## config.mk

```make
export PLATFORM = sky130hd
export DESIGN_NAME = ps_cfg_seq
export DESIGN_NICKNAME = d
export VERILOG_FILES = /design/src/rtl/ps_cfg_pkg.sv /design/src/rtl/ps_cfg_sync.sv /design/src/rtl/ps_cfg_us_timer.sv /design/src/rtl/ps_cfg_shifter.sv /design/src/rtl/ps_cfg_seq.sv
export SDC_FILE = /design/constraint.sdc
export NUM_CORES = 1
export LEC_CHECK = 0
export BUFFER_PORTS_ARGS = -buffer_cell sky130_fd_sc_hd__buf_2
export CORE_MARGIN = 4
export CORE_UTILIZATION = 63
export CTS_CLUSTER_SIZE = 8
export DETAILED_ROUTE_END_ITERATION = 6
export HOLD_SLACK_MARGIN = 0.1
export PLACE_DENSITY = 0.86
export SLEW_MARGIN = 20
export SYNTH_ARGS = -nofsm -noshare
export SYNTH_HDL_FRONTEND = slang
export SYNTH_SLANG_ARGS = --single-unit
```

## constraint.sdc

```tcl
create_clock -name clk_i -period 6.1 [get_ports clk_i]
set_clock_uncertainty 0.05 [all_clocks]
set_input_delay 0.61 -clock clk_i [delete_from_list [all_inputs] [get_ports clk_i]]
set_output_delay 0.61 -clock clk_i [all_outputs]
set_load 0.005 [all_outputs]
```

## src/rtl/ps_cfg_pkg.sv

```systemverilog
package ps_cfg_pkg;
  typedef enum logic [2:0] {
    ERR_NONE      = 3'd0,
    ERR_NO_RESET  = 3'd1,
    ERR_NOT_READY = 3'd2,
    ERR_STATUS    = 3'd3,
    ERR_DONE_LOW  = 3'd4,
    ERR_INVALID   = 3'd5
  } err_e;

  typedef enum logic [2:0] {
    ST_IDLE,
    ST_PULSE,
    ST_POLL,
    ST_SETUP,
    ST_DATA,
    ST_DRAIN,
    ST_CHECK,
    ST_TRAIL
  } st_e;

  function automatic int ceil_div(int a, int b);
    return (a + b - 1) / b;
  endfunction
endpackage

```

## src/rtl/ps_cfg_sync.sv

```systemverilog
module ps_cfg_sync #(
  parameter int          W       = 2,
  parameter int          STAGES  = 2,
  parameter logic [W-1:0] RST_VAL = '0
) (
  input  logic         clk_i,
  input  logic         rst_ni,
  input  logic [W-1:0] d_i,
  output logic [W-1:0] q_o
);
  logic [W-1:0] stg_q [STAGES];

  for (genvar s = 0; s < STAGES; s++) begin : g_stg
    always_ff @(posedge clk_i or negedge rst_ni) begin
      if (!rst_ni) stg_q[s] <= RST_VAL;
      else if (s == 0) stg_q[s] <= d_i;
      else stg_q[s] <= stg_q[(s == 0) ? 0 : s-1];
    end
  end

  assign q_o = stg_q[STAGES-1];
endmodule

```

## src/rtl/ps_cfg_us_timer.sv

```systemverilog
module ps_cfg_us_timer #(
  parameter int CLK_PER_US = 100,
  parameter int US_W       = 12
) (
  input  logic            clk_i,
  input  logic            rst_ni,
  input  logic            clr_i,
  output logic [US_W-1:0] us_o
);
  localparam int DIV_W = $clog2(CLK_PER_US + 1);
  localparam logic [DIV_W-1:0] DIV_LAST = DIV_W'(CLK_PER_US - 1);

  logic [DIV_W-1:0] div_q;
  logic [US_W-1:0]  us_q;

  always_ff @(posedge clk_i or negedge rst_ni) begin
    if (!rst_ni) begin
      div_q <= '0;
      us_q  <= '0;
    end else if (clr_i) begin
      div_q <= '0;
      us_q  <= '0;
    end else if (div_q == DIV_LAST) begin
      div_q <= '0;
      if (us_q != '1) us_q <= us_q + 1'b1;
    end else begin
      div_q <= div_q + 1'b1;
    end
  end

  assign us_o = us_q;

  assert_us_monotonic_R5: assert property (@(posedge clk_i) disable iff (!rst_ni)
    !$past(clr_i) |-> us_q >= $past(us_q));
endmodule

```

## src/rtl/ps_cfg_shifter.sv

```systemverilog
module ps_cfg_shifter #(
  parameter int SCK_HALF = 4,
  parameter int DW       = 8
) (
  input  logic          clk_i,
  input  logic          rst_ni,
  input  logic          load_i,
  input  logic [DW-1:0] data_i,
  output logic          busy_o,
  output logic          sck_o,
  output logic          sdo_o
);
  localparam int HC_W = $clog2(SCK_HALF + 1);
  localparam int BC_W = $clog2(DW);
  localparam logic [HC_W-1:0] HC_LAST = HC_W'(SCK_HALF - 1);
  localparam logic [BC_W-1:0] BC_LAST = BC_W'(DW - 1);

  logic [DW-1:0]   sh_q;
  logic [HC_W-1:0] hc_q;
  logic [BC_W-1:0] bc_q;
  logic            sck_q, act_q;

  always_ff @(posedge clk_i or negedge rst_ni) begin
    if (!rst_ni) begin
      sh_q  <= '0;
      hc_q  <= '0;
      bc_q  <= '0;
      sck_q <= 1'b0;
      act_q <= 1'b0;
    end else if (load_i && !act_q) begin
      sh_q  <= data_i;
      hc_q  <= '0;
      bc_q  <= '0;
      sck_q <= 1'b0;
      act_q <= 1'b1;
    end else if (act_q) begin
      if (hc_q == HC_LAST) begin
        hc_q <= '0;
        if (!sck_q) begin
          sck_q <= 1'b1;
        end else begin
          sck_q <= 1'b0;
          if (bc_q == BC_LAST) begin
            act_q <= 1'b0;
          end else begin
            bc_q <= bc_q + 1'b1;
            sh_q <= {1'b0, sh_q[DW-1:1]};
          end
        end
      end else begin
        hc_q <= hc_q + 1'b1;
      end
    end
  end

  assign busy_o = act_q;
  assign sck_o  = sck_q;
  assign sdo_o  = act_q & sh_q[0];

  assert_sdo_stable_hi_R9: assert property (@(posedge clk_i) disable iff (!rst_ni)
    (sck_q && $past(sck_q)) |-> $stable(sdo_o));
  assert_no_load_busy_R13: assert property (@(posedge clk_i) disable iff (!rst_ni)
    load_i |-> !act_q);
  assert_sck_idle_low_R9: assert property (@(posedge clk_i) disable iff (!rst_ni)
    $fell(act_q) |-> !sck_q);
endmodule

```

## src/rtl/ps_cfg_seq.sv

```systemverilog
module ps_cfg_seq
  import ps_cfg_pkg::*;
#(
  parameter int CLK_PER_US     = 100,
  parameter int SCK_HALF       = 4,
  parameter int DW             = 8,
  parameter int T_PULSE_US     = 2,
  parameter int T_POLL_US      = 268,
  parameter int T_TMO_STD_US   = 1506,
  parameter int T_TMO_BIG_US   = 3000,
  parameter int T_SETUP_STD_US = 2,
  parameter int T_SETUP_BIG_US = 10,
  parameter int SYNC_STAGES    = 2
) (
  input  logic          clk_i,
  input  logic          rst_ni,
  input  logic          start_i,
  input  logic          partial_i,
  input  logic          big_mode_i,
  input  logic          swap_i,
  input  logic          done_present_i,
  input  logic [DW-1:0] byte_i,
  input  logic          byte_valid_i,
  input  logic          byte_last_i,
  output logic          byte_ready_o,
  output logic          cfg_n_o,
  input  logic          status_n_i,
  input  logic          done_i,
  output logic          sck_o,
  output logic          sdo_o,
  output logic          busy_o,
  output logic          end_o,
  output logic [2:0]    err_o
);
  localparam int N_POLL_STD = ceil_div(T_TMO_STD_US, T_POLL_US);
  localparam int N_POLL_BIG = ceil_div(T_TMO_BIG_US, T_POLL_US);
  localparam int N_POLL_MAX = (N_POLL_BIG > N_POLL_STD) ? N_POLL_BIG : N_POLL_STD;
  localparam int POLL_W     = $clog2(N_POLL_MAX + 1);
  localparam int US_W       = $clog2(T_POLL_US + T_PULSE_US + T_SETUP_BIG_US + 2);
  localparam logic [US_W-1:0] LIM_PULSE = US_W'(T_PULSE_US);
  localparam logic [US_W-1:0] LIM_POLL  = US_W'(T_POLL_US);
  localparam logic [US_W-1:0] LIM_S_STD = US_W'(T_SETUP_STD_US);
  localparam logic [US_W-1:0] LIM_S_BIG = US_W'(T_SETUP_BIG_US);
  localparam logic [POLL_W-1:0] LAST_STD = POLL_W'(N_POLL_STD - 1);
  localparam logic [POLL_W-1:0] LAST_BIG = POLL_W'(N_POLL_BIG - 1);

  st_e               st_q, st_d;
  err_e              err_q, err_d;
  logic              big_q, big_d, swap_q, swap_d;
  logic              cfg_n_q, cfg_n_d, end_q, end_d;
  logic [POLL_W-1:0] poll_q, poll_d;

  logic              tmr_clr;
  logic [US_W-1:0]   us;
  logic              sh_load, sh_busy;
  logic [DW-1:0]     sh_data, byte_rev;
  logic [1:0]        sync_q;
  logic              stat_rel, done_s, accept;

  ps_cfg_sync #(.W(2), .STAGES(SYNC_STAGES), .RST_VAL(2'b01)) u_sync (
    .clk_i (clk_i),
    .rst_ni(rst_ni),
    .d_i   ({done_i, status_n_i}),
    .q_o   (sync_q)
  );
  assign stat_rel = sync_q[0];
  assign done_s   = sync_q[1];

  ps_cfg_us_timer #(.CLK_PER_US(CLK_PER_US), .US_W(US_W)) u_tmr (
    .clk_i (clk_i),
    .rst_ni(rst_ni),
    .clr_i (tmr_clr),
    .us_o  (us)
  );

  ps_cfg_shifter #(.SCK_HALF(SCK_HALF), .DW(DW)) u_shf (
    .clk_i (clk_i),
    .rst_ni(rst_ni),
    .load_i(sh_load),
    .data_i(sh_data),
    .busy_o(sh_busy),
    .sck_o (sck_o),
    .sdo_o (sdo_o)
  );

  for (genvar b = 0; b < DW; b++) begin : g_rev
    assign byte_rev[b] = byte_i[DW-1-b];
  end

  assign byte_ready_o = (st_q == ST_DATA) && !sh_busy;
  assign accept       = byte_ready_o && byte_valid_i;

  always_comb begin
    st_d    = st_q;
    err_d   = err_q;
    big_d   = big_q;
    swap_d  = swap_q;
    cfg_n_d = cfg_n_q;
    end_d   = 1'b0;
    poll_d  = poll_q;
    tmr_clr = 1'b0;
    sh_load = 1'b0;
    sh_data = '0;
    unique case (st_q)
      ST_IDLE: begin
        if (start_i) begin
          end_d = partial_i;
          if (partial_i) begin
            err_d = ERR_INVALID;
          end else begin
            err_d   = ERR_NONE;
            big_d   = big_mode_i;
            swap_d  = swap_i;
            cfg_n_d = 1'b0;
            tmr_clr = 1'b1;
            st_d    = ST_PULSE;
          end
        end
      end
      ST_PULSE: begin
        if (us >= LIM_PULSE) begin
          cfg_n_d = 1'b1;
          tmr_clr = 1'b1;
          poll_d  = '0;
          if (!stat_rel) begin
            st_d = ST_POLL;
          end else begin
            st_d  = ST_IDLE;
            err_d = ERR_NO_RESET;
            end_d = 1'b1;
          end
        end
      end
      ST_POLL: begin
        if (us >= LIM_POLL) begin
          tmr_clr = 1'b1;
          if (stat_rel) begin
            st_d = ST_SETUP;
          end else if (poll_q == (big_q ? LAST_BIG : LAST_STD)) begin
            st_d  = ST_IDLE;
            err_d = ERR_NOT_READY;
            end_d = 1'b1;
          end else begin
            poll_d = poll_q + 1'b1;
          end
        end
      end
      ST_SETUP: begin
        if (us >= (big_q ? LIM_S_BIG : LIM_S_STD)) st_d = ST_DATA;
      end
      ST_DATA: begin
        if (accept) begin
          sh_load = 1'b1;
          sh_data = swap_q ? byte_rev : byte_i;
          if (byte_last_i) st_d = ST_DRAIN;
        end
      end
      ST_DRAIN: begin
        if (!sh_busy) st_d = ST_CHECK;
      end
      ST_CHECK: begin
        if (!stat_rel) begin
          st_d  = ST_IDLE;
          err_d = ERR_STATUS;
          end_d = 1'b1;
        end else if (done_present_i && !done_s) begin
          st_d  = ST_IDLE;
          err_d = ERR_DONE_LOW;
          end_d = 1'b1;
        end else begin
          sh_load = 1'b1;
          st_d    = ST_TRAIL;
        end
      end
      ST_TRAIL: begin
        if (!sh_busy) begin
          st_d  = ST_IDLE;
          end_d = 1'b1;
        end
      end
      default: st_d = ST_IDLE;
    endcase
  end

  always_ff @(posedge clk_i or negedge rst_ni) begin
    if (!rst_ni) begin
      st_q    <= ST_IDLE;
      err_q   <= ERR_NONE;
      big_q   <= 1'b0;
      swap_q  <= 1'b0;
      cfg_n_q <= 1'b1;
      end_q   <= 1'b0;
      poll_q  <= '0;
    end else begin
      st_q    <= st_d;
      err_q   <= err_d;
      big_q   <= big_d;
      swap_q  <= swap_d;
      cfg_n_q <= cfg_n_d;
      end_q   <= end_d;
      poll_q  <= poll_d;
    end
  end

  assign cfg_n_o = cfg_n_q;
  assign busy_o  = (st_q != ST_IDLE);
  assign end_o   = end_q;
  assign err_o   = err_q;

  assert_cfg_low_in_pulse_R3: assert property (@(posedge clk_i) disable iff (!rst_ni)
    !cfg_n_o |-> st_q == ST_PULSE);
  assert_idle_quiet_R2: assert property (@(posedge clk_i) disable iff (!rst_ni)
    st_q == ST_IDLE |-> cfg_n_o && !sck_o && !byte_ready_o);
  assert_end_clears_busy_R13: assert property (@(posedge clk_i) disable iff (!rst_ni)
    end_o |-> !busy_o && $past(busy_o || start_i));
  assert_trail_ok_R12: assert property (@(posedge clk_i) disable iff (!rst_ni)
    (st_q == ST_TRAIL && !sh_busy) |=> end_o && err_o == 3'd0);
  assert_no_clk_before_data_R6: assert property (@(posedge clk_i) disable iff (!rst_ni)
    (st_q == ST_PULSE || st_q == ST_POLL || st_q == ST_SETUP) |-> !sck_o);
endmodule

```

==> impl_metrics.env, run 1 <==
export IMPL_cts_made_buffers=5
export IMPL_yosysWarnings=0
export IMPL_critical_path_arrival_ns=2.75
export IMPL_clk_pin_slew_ns=0.09
export IMPL_drc=0
export IMPL_synth_edf_count=0
export IMPL_htree_levels=2
export IMPL_cts_root_buf="clkbuf_8"
export IMPL_grt_overflow=0
export IMPL_p_int_mw=0.808
export IMPL_first_pass_iters=6
export IMPL_utilization=0.729
export IMPL_status="complete, no violations"
export IMPL_grt_pass1_wl_mm=8.70
export IMPL_final_cell_mix="47 x dfrtp_1, 31 x nand2_1, 26 x nor2_1, 26 x buf_2"
export IMPL_wl_per_cell_um=15.2
export IMPL_reg2reg_slack_ns=3.53
export IMPL_die_area_um2=5470
export IMPL_yosys_most_used_dff="dfrtp_1"
export IMPL_r2r_end="u_tmr.div_q[2]$_DFF_PN0_"
export IMPL_power_frac_comb=0.375
export IMPL_rsz0062_at_grt="false"
export IMPL_min_path_type="in -> async"
export IMPL_setup_viol=0
export IMPL_syn_to_final_growth_pct=9.55
export IMPL_clock_power_share=0.179
export IMPL_finalPower_mw=1.28
export IMPL_period_minus_slack_ns=2.57
export IMPL_switching_share=0.367
export IMPL_ctsResizeCount=0
export IMPL_fin_setup_tns_ns=0
export IMPL_globalplace_congestion=0.799
export IMPL_grt_pass1_vias=1988
export IMPL_wl_mm=5.27
export IMPL_dp_hpwl_mm=3.76
export IMPL_critical_path_required_ns=6.28
export IMPL_drt_iter0_drc=197
export IMPL_post_cts_buffers=0
export IMPL_routed_via_density=6.05
export IMPL_clock_path_buffers=2
export IMPL_syn_nets=301
export IMPL_finalHoldViolations=0
export IMPL_p_sw_mw=0.469
export IMPL_cts_sinks=50
export IMPL_grt_max_degree=51
export IMPL_core_area_um2=4120
export IMPL_slew_violations=0
export IMPL_synth_cell_area_um2=2740
export IMPL_vias=2094
export IMPL_pwr_share_seq=0.446
export IMPL_crit_type="reg -> reg"
export IMPL_synth_cell_types=61
export IMPL_syn_inst=273
export IMPL_stdcell_count=346
export IMPL_ys_seq_elements=50
export IMPL_path_cells="inv_1 -> ha_1 -> or4_1 -> o31ai_4 -> nand3_1 -> o21bai_1 -> a21oi_1"
export IMPL_drive_above_1_share=0.172
export IMPL_track_usage=0.208
export IMPL_worstRegToRegCells=7
export IMPL_rows=23
export IMPL_p_leak_nw=1.35
export IMPL_nets=324
export IMPL_antenna_cells=0
export IMPL_async_reset_ff_frac=1.00
export IMPL_placedCellCount=339
export IMPL_max_slew_margin=0.541
export IMPL_die_y_um=73.9
export IMPL_ant_nets=0
export IMPL_ir_worst_vdd_mv=0.260
export IMPL_die_width_um=73.9
export IMPL_cp_end_kind="register"
export IMPL_io_buffer_count=27
export IMPL_finalHoldWorstSlack_ns=0.253
export IMPL_layout_commonest_cell="dfrtp_1"
export IMPL_pin_count=28
export IMPL_cp_start_kind="register"
export IMPL_worst_pin_slew_ns=0.682
export IMPL_start_util=0.666
export IMPL_syn_area_per_cell_um2=10.0
export IMPL_powerDensity_nw_per_um2=426
export IMPL_cts_tree="done"
export IMPL_insertion_delay_ns=0.31
export IMPL_antenna_found_initial=0
export IMPL_post_route_period_util=0.421
export IMPL_slowest_stage="or4_1"
export IMPL_max_cap_violations=0
export IMPL_critPathMaxFanout=11
export IMPL_r2r_start="u_tmr.us_o[0]$_DFFE_PN0P_"
export IMPL_max_freq_ghz=0.389
export IMPL_cp_slowest_stage_delay_ns=0.47
export IMPL_ys_seq_area_frac=0.458
export IMPL_cts_hold_buf=0
critical path: cells and delay by family, from the launching register on:
kind,cells,cell delay (ns)
DFF,1,0.44
buffers and inverters,1,0.06
and+or+nand+nor,2,0.88
AOI/OAI and AO/OA,3,0.88
adders and majority gates,1,0.18
stage by stage:
step,setup slack [ns],cell area (um^2)
floorplan,3.94,2740
global placement,3.70,2890
detailed placement,3.60,2890
CTS,3.57,3000
global route,3.45,3000
finish,3.53,3000
how the worst max path moves through the flow:
stage | start | to | cells after the start
CTS | u_tmr.us_o[0]$_DFFE_PN0P_ | u_tmr.div_q[2]$_DFF_PN0_ | 7
finish | u_tmr.us_o[0]$_DFFE_PN0P_ | u_tmr.div_q[2]$_DFF_PN0_ | 7
detailed placement | u_tmr.us_o[0]$_DFFE_PN0P_ | u_tmr.div_q[2]$_DFF_PN0_ | 7
global placement | u_tmr.us_o[0]$_DFFE_PN0P_ | u_tmr.div_q[2]$_DFF_PN0_ | 7
global route | u_tmr.us_o[0]$_DFFE_PN0P_ | u_tmr.div_q[4]$_DFF_PN0_ | 7
floorplan | u_tmr.us_o[0]$_DFFE_PN0P_ | st_q[0]$_DFFE_PN0P_ | 7
cells by family after synthesis:
logic type / synth area share
AO/OA/AOI/OAI: 0.139
XOR/XNOR: 0.0416
adder cells (fa/ha/maj): 0.0411
buffers and inverters: 0.0320
flip-flops: 0.458
multiplexers: 0.0731
AND/OR/NAND/NOR: 0.215
area by class of cell:
type / instances / area (um^2)
clock buffers: 5 / 68.8
multi-input cells: 201 / 1400
clock inverters: 2 / 38.8
repair buffers: 27 / 138
flip-flops and latches: 50 / 1250
fillers: 302 / 1110
well taps: 50 / 62.6
inverters: 11 / 41.3
registers in the layout, summed over array words and instances (netlist names), 2 cells and up:
register	flops
u_tmr.us_o	9
u_shf.sh_q	8
u_tmr.div_q	7
poll_q	4
err_o	3
st_q	3
u_shf.bc_q	3
u_shf.hc_q	3
u_sync.q_o	2
u_sync.stg_q	2
Yosys cell counts, drive strengths merged (6+ instances only):
cell | number | area [um^2]
dfrtp | 47 | 1180
nand2 | 31 | 116
nor2 | 26 | 97.6
inv | 11 | 41.3
mux2i | 11 | 110
nand3 | 11 | 55.1
a21oi | 9 | 45.0
ha | 9 | 113
o21ai | 8 | 40.0
mux2 | 7 | 90.1
nand2b | 7 | 43.8
nor3 | 7 | 51.3
xnor2 | 7 | 61.3
buf | 6 | 27.5
xor2 | 6 | 52.6
power groups by stage:
stage          sequential (mW)  clock (mW)  combinational (mW)
2_1_floorplan            0.501           0               0.437
3_3_place_gp             0.566           0               0.463
3_5_place_dp             0.574           0               0.479
4_1_cts                  0.568       0.233               0.483
5_1_grt                  0.589       0.247               0.538
6_report                 0.570       0.228               0.479
routing by layer:
| layer | wire length (um) | vias up | track usage | share of wire |
|---|---|---|---|---|
| met5 | 0 | - | 0 | 0 |
| met4 | 93 | 0 | 0.0785 | 0.018 |
| met3 | 245 | 8 | 0.0486 | 0.046 |
| met2 | 2610 | 57 | 0.340 | 0.49 |
| met1 | 2320 | 1006 | 0.272 | 0.44 |
| li1 | - | 1023 | - | - |
Power figures use the tool's default switching activity.
==> run 2: changes to the inputs <==
--- a/config.mk
+++ b/config.mk
@@ -7,11 +7,11 @@
 export LEC_CHECK = 0
 export BUFFER_PORTS_ARGS = -buffer_cell sky130_fd_sc_hd__buf_2
 export CORE_MARGIN = 4
-export CORE_UTILIZATION = 63
+export CORE_UTILIZATION = 59
 export CTS_CLUSTER_SIZE = 8
 export DETAILED_ROUTE_END_ITERATION = 6
 export HOLD_SLACK_MARGIN = 0.1
-export PLACE_DENSITY = 0.86
+export PLACE_DENSITY = 0.82
 export SLEW_MARGIN = 20
 export SYNTH_ARGS = -nofsm -noshare
 export SYNTH_HDL_FRONTEND = slang
==> constraint.sdc (replaced) <==
create_clock -name clk_i -period 2.6 [get_ports clk_i]
set_clock_uncertainty 0.05 [all_clocks]
set_input_delay 0.26 -clock clk_i [delete_from_list [all_inputs] [get_ports clk_i]]
set_output_delay 0.26 -clock clk_i [all_outputs]
set_load 0.005 [all_outputs]
==> run 2 against run 1 <==
Against the previous run:
- sequential power up 120%
- non-clock buffer count grew 11
- utilization down 3.1 points
- clock power is 110% higher
- critical path depth did not move
- combinational power increased to 2.7 times the previous value
- cell count increased by 4.0%
- first-iteration DRC count is 48% lower
- die area up 6.0%
- critical path type unchanged
- largest power group is now combinational cells
==> impl_metrics.env, run 2 (synthesis results as in run 1) <==
export IMPL_largest_reg_flops=9
export IMPL_clk_pin_slew_ns=0.11
export IMPL_finalPower_mw=3.00
export IMPL_layout_commonest_cell="dfrtp_1"
export IMPL_clock_path_buffers=2
export IMPL_final_cell_mix="47 x dfrtp_1, 31 x nand2_1, 27 x buf_2"
export IMPL_r2r_end="st_q[0]$_DFFE_PN0P_"
export IMPL_ant_nets=0
export IMPL_syn_to_final_growth_pct=12.5
export IMPL_cp_end_kind="register"
export IMPL_ctsResizeCount=0
export IMPL_worstRegToRegCells=7
export IMPL_busiest_layer="met2"
export IMPL_post_cts_buffers=0
export IMPL_finalHoldViolations=0
export IMPL_stdcell_count=360
export IMPL_post_route_period_util=0.890
export IMPL_r2r_start="u_tmr.us_o[0]$_DFFE_PN0P_"
export IMPL_pin_count=28
export IMPL_min_path_type="in -> reg"
export IMPL_cts_made_buffers=5
export IMPL_insertion_delay_ns=0.31
export IMPL_grt_max_degree=31
export IMPL_critical_path_required_ns=2.76
export IMPL_start_util=0.620
export IMPL_critical_path_arrival_ns=2.47
export IMPL_cts_tree="done"
export IMPL_slew_violations=0
export IMPL_drive_above_1_share=0.195
export IMPL_timing_critical_path_from="u_tmr.us_o[0]$_DFFE_PN0P_"
export IMPL_die_y_um=76.1
export IMPL_antenna_cells=0
export IMPL_nets=335
export IMPL_globalplace_congestion=0.845
export IMPL_drt_iter0_drc=103
export IMPL_rows=24
export IMPL_gr_usage_met3=0.0437
export IMPL_grtUsageMet2=0.303
export IMPL_ir_worst_vdd_mv=0.672
export IMPL_crit_type="reg -> reg"
export IMPL_cp_start_kind="register"
export IMPL_utilization=0.698
export IMPL_placedCellCount=349
export IMPL_period_minus_slack_ns=2.31
export IMPL_powerDensity_nw_per_um2=975
export IMPL_cts_sinks=50
export IMPL_core_area_um2=4410
export IMPL_grt_pass1_wl_mm=9.50
export IMPL_rsz0062_at_grt="false"
export IMPL_max_slew_margin=0.579
export IMPL_setup_viol=0
export IMPL_worst_pin_slew_ns=0.626
export IMPL_cts_root_buf="clkbuf_8"
export IMPL_dp_hpwl_mm=3.96
export IMPL_fin_setup_tns_ns=0
export IMPL_final_area_um2=3080
export IMPL_routed_via_density=5.96
export IMPL_cts_hold_buf=3
export IMPL_critPathMaxFanout=8
export IMPL_antenna_found_initial=0
export IMPL_reg2reg_slack_ns=0.29
export IMPL_max_cap_violations=0
export IMPL_track_usage=0.195
export IMPL_nFillCells=340
export IMPL_crit_end="st_q[0]$_DFFE_PN0P_"
export IMPL_vias=2147
export IMPL_first_pass_iters=4
export IMPL_placed_cell_area_um2=2950
export IMPL_die_area_um2=5800
export IMPL_grt_pass1_vias=2070
export IMPL_die_width_um=76.1
export IMPL_status="complete, no violations"
export IMPL_max_freq_ghz=0.432
export IMPL_drc=0
export IMPL_wl_per_cell_um=15.2
export IMPL_met1_usage=0.271
export IMPL_htree_levels=2
export IMPL_grt_overflow=0
export IMPL_wl_mm=5.47
export IMPL_io_buffer_count=27
export IMPL_p_leak_nw=1.40
## run 2: cell count changes in the layout (fill, tap and decap cells not counted), sizes merged
cell         change
buf              +8
bufinv           -1
clkinv           +1
dlygate4sd3      +3
inv              +1
## run 2: final cells by class
type	instances	area [um^2]	share of cell area
Clock buffer	5	68.8	0.0223
Tap cell	52	65.1	0.0211
Timing Repair Buffer	38	225	0.0731
Multi-Input combinational cell	201	1400	0.453
Sequential cell	50	1250	0.407
Clock inverter	3	28.8	0.00934
Inverter	11	41.3	0.0134
## run 2: how the worst min path moves through the flow
stage / from / end / slack, ns / cells past startpoint
2_1_floorplan: rst_ni / big_q$_DFFE_PN0P_ / -0.09 / 0
3_3_place_gp: rst_ni / poll_q[0]$_DFFE_PN0P_ / 0.19 / 1
3_5_place_dp: rst_ni / poll_q[0]$_DFFE_PN0P_ / 0.20 / 1
4_1_cts: swap_i / swap_q$_DFFE_PN0P_ / 0.12 / 2
5_1_grt: swap_i / swap_q$_DFFE_PN0P_ / 0.12 / 2
6_report: swap_i / swap_q$_DFFE_PN0P_ / 0.12 / 2
## run 2: metrics by stage
step                setup slack, ns  hold slack, ns
finish                        0.285           0.118
global route                  0.182           0.115
CTS                           0.295           0.117
detailed placement            0.296           0.196
global placement              0.378           0.190
floorplan                     0.437         -0.0856
## run 2: metal layers
metal	share of wire	wire length (um)
met5	0	0
met3	0.041	222
met1	0.46	2520
met4	0.015	81
met2	0.48	2640
## run 2: where the power goes
group	internal, mW	switching [mW]	leakage, nW	total, mW
combinational	0.619	0.652	0.724	1.27
clock	0.200	0.286	0.0502	0.486
sequential	1.03	0.216	0.628	1.25
total	1.85	1.15	1.40	3.00
## run 2: worst max-delay path, cell delays in order, from the launching register on
cell and delay (ns):
dfrtp_1 0.42, inv_1 0.06, ha_1 0.18, or4_1 0.47, nor4_1 0.27, a31o_4 0.27
or2_1 0.16, mux2_1 0.33
==> run 3: changes to the inputs <==
--- a/config.mk
+++ b/config.mk
@@ -5,13 +5,14 @@
 export SDC_FILE = /design/constraint.sdc
 export NUM_CORES = 1
 export LEC_CHECK = 0
+export ABC_AREA = 1
 export BUFFER_PORTS_ARGS = -buffer_cell sky130_fd_sc_hd__buf_2
 export CORE_MARGIN = 4
 export CORE_UTILIZATION = 59
 export CTS_CLUSTER_SIZE = 8
 export DETAILED_ROUTE_END_ITERATION = 6
 export HOLD_SLACK_MARGIN = 0.1
-export PLACE_DENSITY = 0.82
+export PLACE_DENSITY = 0.81
 export SLEW_MARGIN = 20
 export SYNTH_ARGS = -nofsm -noshare
 export SYNTH_HDL_FRONTEND = slang
==> run 3 against run 2 <==
Against the previous run:
- clock power is 7.8% higher
- setup slack improved by 0.31 ns
- via count grew 12%
- sequential share of layout area is 2.2 points lower
- synthesized cell count rose by 35%
- global-route usage increased by 0.78 points
- cell count up 31%
- register-to-register slack better by 0.31 ns
- routed wire length grew 3.2%
- critical path type unchanged
- critical endpoint is now u_tmr.us_o[5]$_DFFE_PN0P_
==> impl_metrics.env, run 3 <==
export IMPL_ys_seq_area_frac=0.428
export IMPL_cp_start_kind="register"
export IMPL_cts_made_buffers=5
export IMPL_clk_pin_slew_ns=0.09
export IMPL_die_width_um=78.5
export IMPL_rsz0062_at_grt="false"
export IMPL_synth_edf_count=0
export IMPL_synth_area_leader_cell="dfrtp_1"
export IMPL_wl_mm=5.64
export IMPL_reg2reg_slack_ns=0.60
export IMPL_critical_path_arrival_ns=2.14
export IMPL_syn_area_per_cell_um2=7.96
export IMPL_pin_count=28
export IMPL_nets=430
export IMPL_layout_commonest_cell="nand2_1"
export IMPL_dpl_worst_slack_ns=0.637
export IMPL_crit_type="reg -> reg"
export IMPL_dp_hpwl_mm=4.26
export IMPL_start_util=0.616
export IMPL_period_minus_slack_ns=2.00
export IMPL_grt_pass1_wl_mm=10.1
export IMPL_grt_overflow=0
export IMPL_wl_per_cell_um=12.0
export IMPL_globalplace_congestion=0.906
export IMPL_slew_violations=0
export IMPL_max_slew_margin=0.647
export IMPL_antenna_cells=0
export IMPL_layout_setup_ws_ns=0.598
export IMPL_ir_worst_vdd_mv=0.438
export IMPL_grt_pass1_vias=2327
export IMPL_min_path_type="in -> reg"
export IMPL_yosys_most_used_dff="dfrtp_1"
export IMPL_synth_area_leaders="dfrtp_1 40%, nand2_1 12%, nor2_1 5.8%"
export IMPL_worst_pin_slew_ns=0.529
export IMPL_first_pass_iters=4
export IMPL_clock_path_buffers=2
export IMPL_max_freq_ghz=0.500
export IMPL_synth_cell_area_um2=2930
export IMPL_yosysWarnings=0
export IMPL_max_cap_violations=0
export IMPL_die_area_um2=6160
export IMPL_track_usage=0.202
export IMPL_grt_max_degree=22
export IMPL_antenna_found_initial=0
export IMPL_synth_most_common_cell="nand2_1"
export IMPL_post_synth_top_area_fraction=0.401
export IMPL_syn_inst=368
export IMPL_ys_top_cells_by_count="90 x nand2_1, 47 x dfrtp_1, 45 x nor2_1"
export IMPL_cp_end_kind="register"
export IMPL_cts_root_buf="clkbuf_8"
export IMPL_core_area_um2=4750
export IMPL_cts_tree="done"
export IMPL_rows=25
export IMPL_syn_to_final_growth_pct=11.1
export IMPL_largest_reg_flops=9
export IMPL_synth_cell_types=36
export IMPL_cp_slowest_stage_delay_ns=0.42
export IMPL_powerDensity_nw_per_um2=742
export IMPL_placed_cell_area_um2=3120
export IMPL_drt_iter0_drc=122
export IMPL_vias=2396
export IMPL_status="complete, no violations"
export IMPL_routed_via_density=5.10
export IMPL_async_reset_ff_frac=1.00
export IMPL_p_leak_nw=1.66
export IMPL_slowest_stage="dfrtp_1"
export IMPL_syn_nets=396
export IMPL_path_cells="ha_1 -> inv_1 -> nor2_1 -> nand3_1 -> nor3_1 -> ha_1 -> inv_1 -> nand2_2 -> inv_1 -> nand2_1 -> xor2_1 -> nor2_1"
export IMPL_final_cell_mix="90 x nand2_1, 47 x dfrtp_1, 45 x nor2_1"
export IMPL_io_buffer_count=27
export IMPL_setup_viol=0
export IMPL_ys_seq_elements=50
export IMPL_finalPower_mw=2.41
export IMPL_cts_sinks=50
export IMPL_drc=0
export IMPL_critical_path_required_ns=2.73
export IMPL_fin_setup_tns_ns=0
export IMPL_finalHoldViolations=0
export IMPL_htree_levels=2
export IMPL_crit_top_cell="inv_1"
export IMPL_ant_nets=0
export IMPL_drive_above_1_share=0.191
export IMPL_insertion_delay_ns=0.30
export IMPL_die_y_um=78.5
export IMPL_post_route_period_util=0.770
export IMPL_final_area_um2=3260
export IMPL_critPathMaxFanout=10
## run 3: changes by cell type in the layout (fill, tap and decap cells not counted), sizes merged, moves of 4 or more
| cell | change |
|---|---|
| a21oi | +4 |
| buf | -6 |
| inv | +35 |
| mux2 | -7 |
| mux2i | -9 |
| nand2 | +69 |
| nand2b | -7 |
| nand3 | +16 |
| nor2 | +29 |
| nor3 | +6 |
| nor4 | -5 |
| o21ai | +13 |
| xnor2 | -5 |
## run 3: cell type report
class                      count  area (um^2)
multi-input combinational    266         1450
sequential                    50         1250
fill                         408         1500
inverter                      47          176
timing repair buffer          32          180
tap                           67         83.8
clock buffer                   8          110
## run 3: path summary, 6_finish.rpt
kind,start,to,depth (start not counted)
max in group asynchronous,rst_ni,u_sync.q_o[0]$_DFF_PN1_,3
min in group asynchronous,rst_ni,poll_q[1]$_DFFE_PN0P_,2
worst min register to register,u_sync.stg_q[3]$_DFF_PN0_,u_sync.q_o[1]$_DFF_PN0_,0
worst max register to register,u_tmr.us_o[1]$_DFFE_PN0P_,u_tmr.us_o[5]$_DFFE_PN0P_,12
worst max-delay path,u_tmr.us_o[1]$_DFFE_PN0P_,u_tmr.us_o[5]$_DFFE_PN0P_,12
worst min-delay path,swap_i,swap_q$_DFFE_PN0P_,3
## run 3: per-layer routing
metal	wire, um	vias up	track usage
met5	0	-	0
met2	2810	43	0.353
met4	46	0	0.0524
met1	2570	1113	0.261
met3	221	4	0.0344
li1	-	1236	-
## run 3: where the power goes
group / internal, mW / switching [mW]
registers: 0.900 / 0.155
clock network: 0.269 / 0.255
logic: 0.317 / 0.520
## run 3: critical path: cells and delay by family (launching register included)
| family | cells | cell delay (ns) |
|---|---|---|
| buf+inv | 3 | 0.21 |
| xor+xnor | 1 | 0.17 |
| fa+ha+maj | 2 | 0.33 |
| simple gates | 6 | 0.71 |
| flops | 1 | 0.42 |
## run 3: kinds of logic (layout without fill, tap and decap cells)
kind of cell               count (synthesis)  in the layout  share of synthesized area
and+or+nand+nor                          207            207                      0.348
buffers and inverters                     52             87                     0.0769
DFF                                       50             50                      0.428
AOI/OAI and AO/OA                         38             38                     0.0722
xor gates and xnor gates                  10             10                     0.0299
adders and majority gates                  9              9                     0.0384
muxes                                      2              2                    0.00683
## run 3: through the flow
stage	hold WS (ns)	utilization	std cells
6_report	0.127	0.685	470
5_1_grt	0.138	0.685	470
3_5_place_dp	0.174	0.655	459
3_3_place_gp	0.168	0.655	459
4_1_cts	0.126	0.685	470
2_1_floorplan	-0.0856	-	368
## run 3: timing repair
| action | in CTS | in global routing |
|---|---|---|
| hold buffers | 3 | 0 |
| setup buffers | 0 | 0 |
| hold endpoints to repair | 19 | 0 |
| gates resized for setup | 0 | 0 |
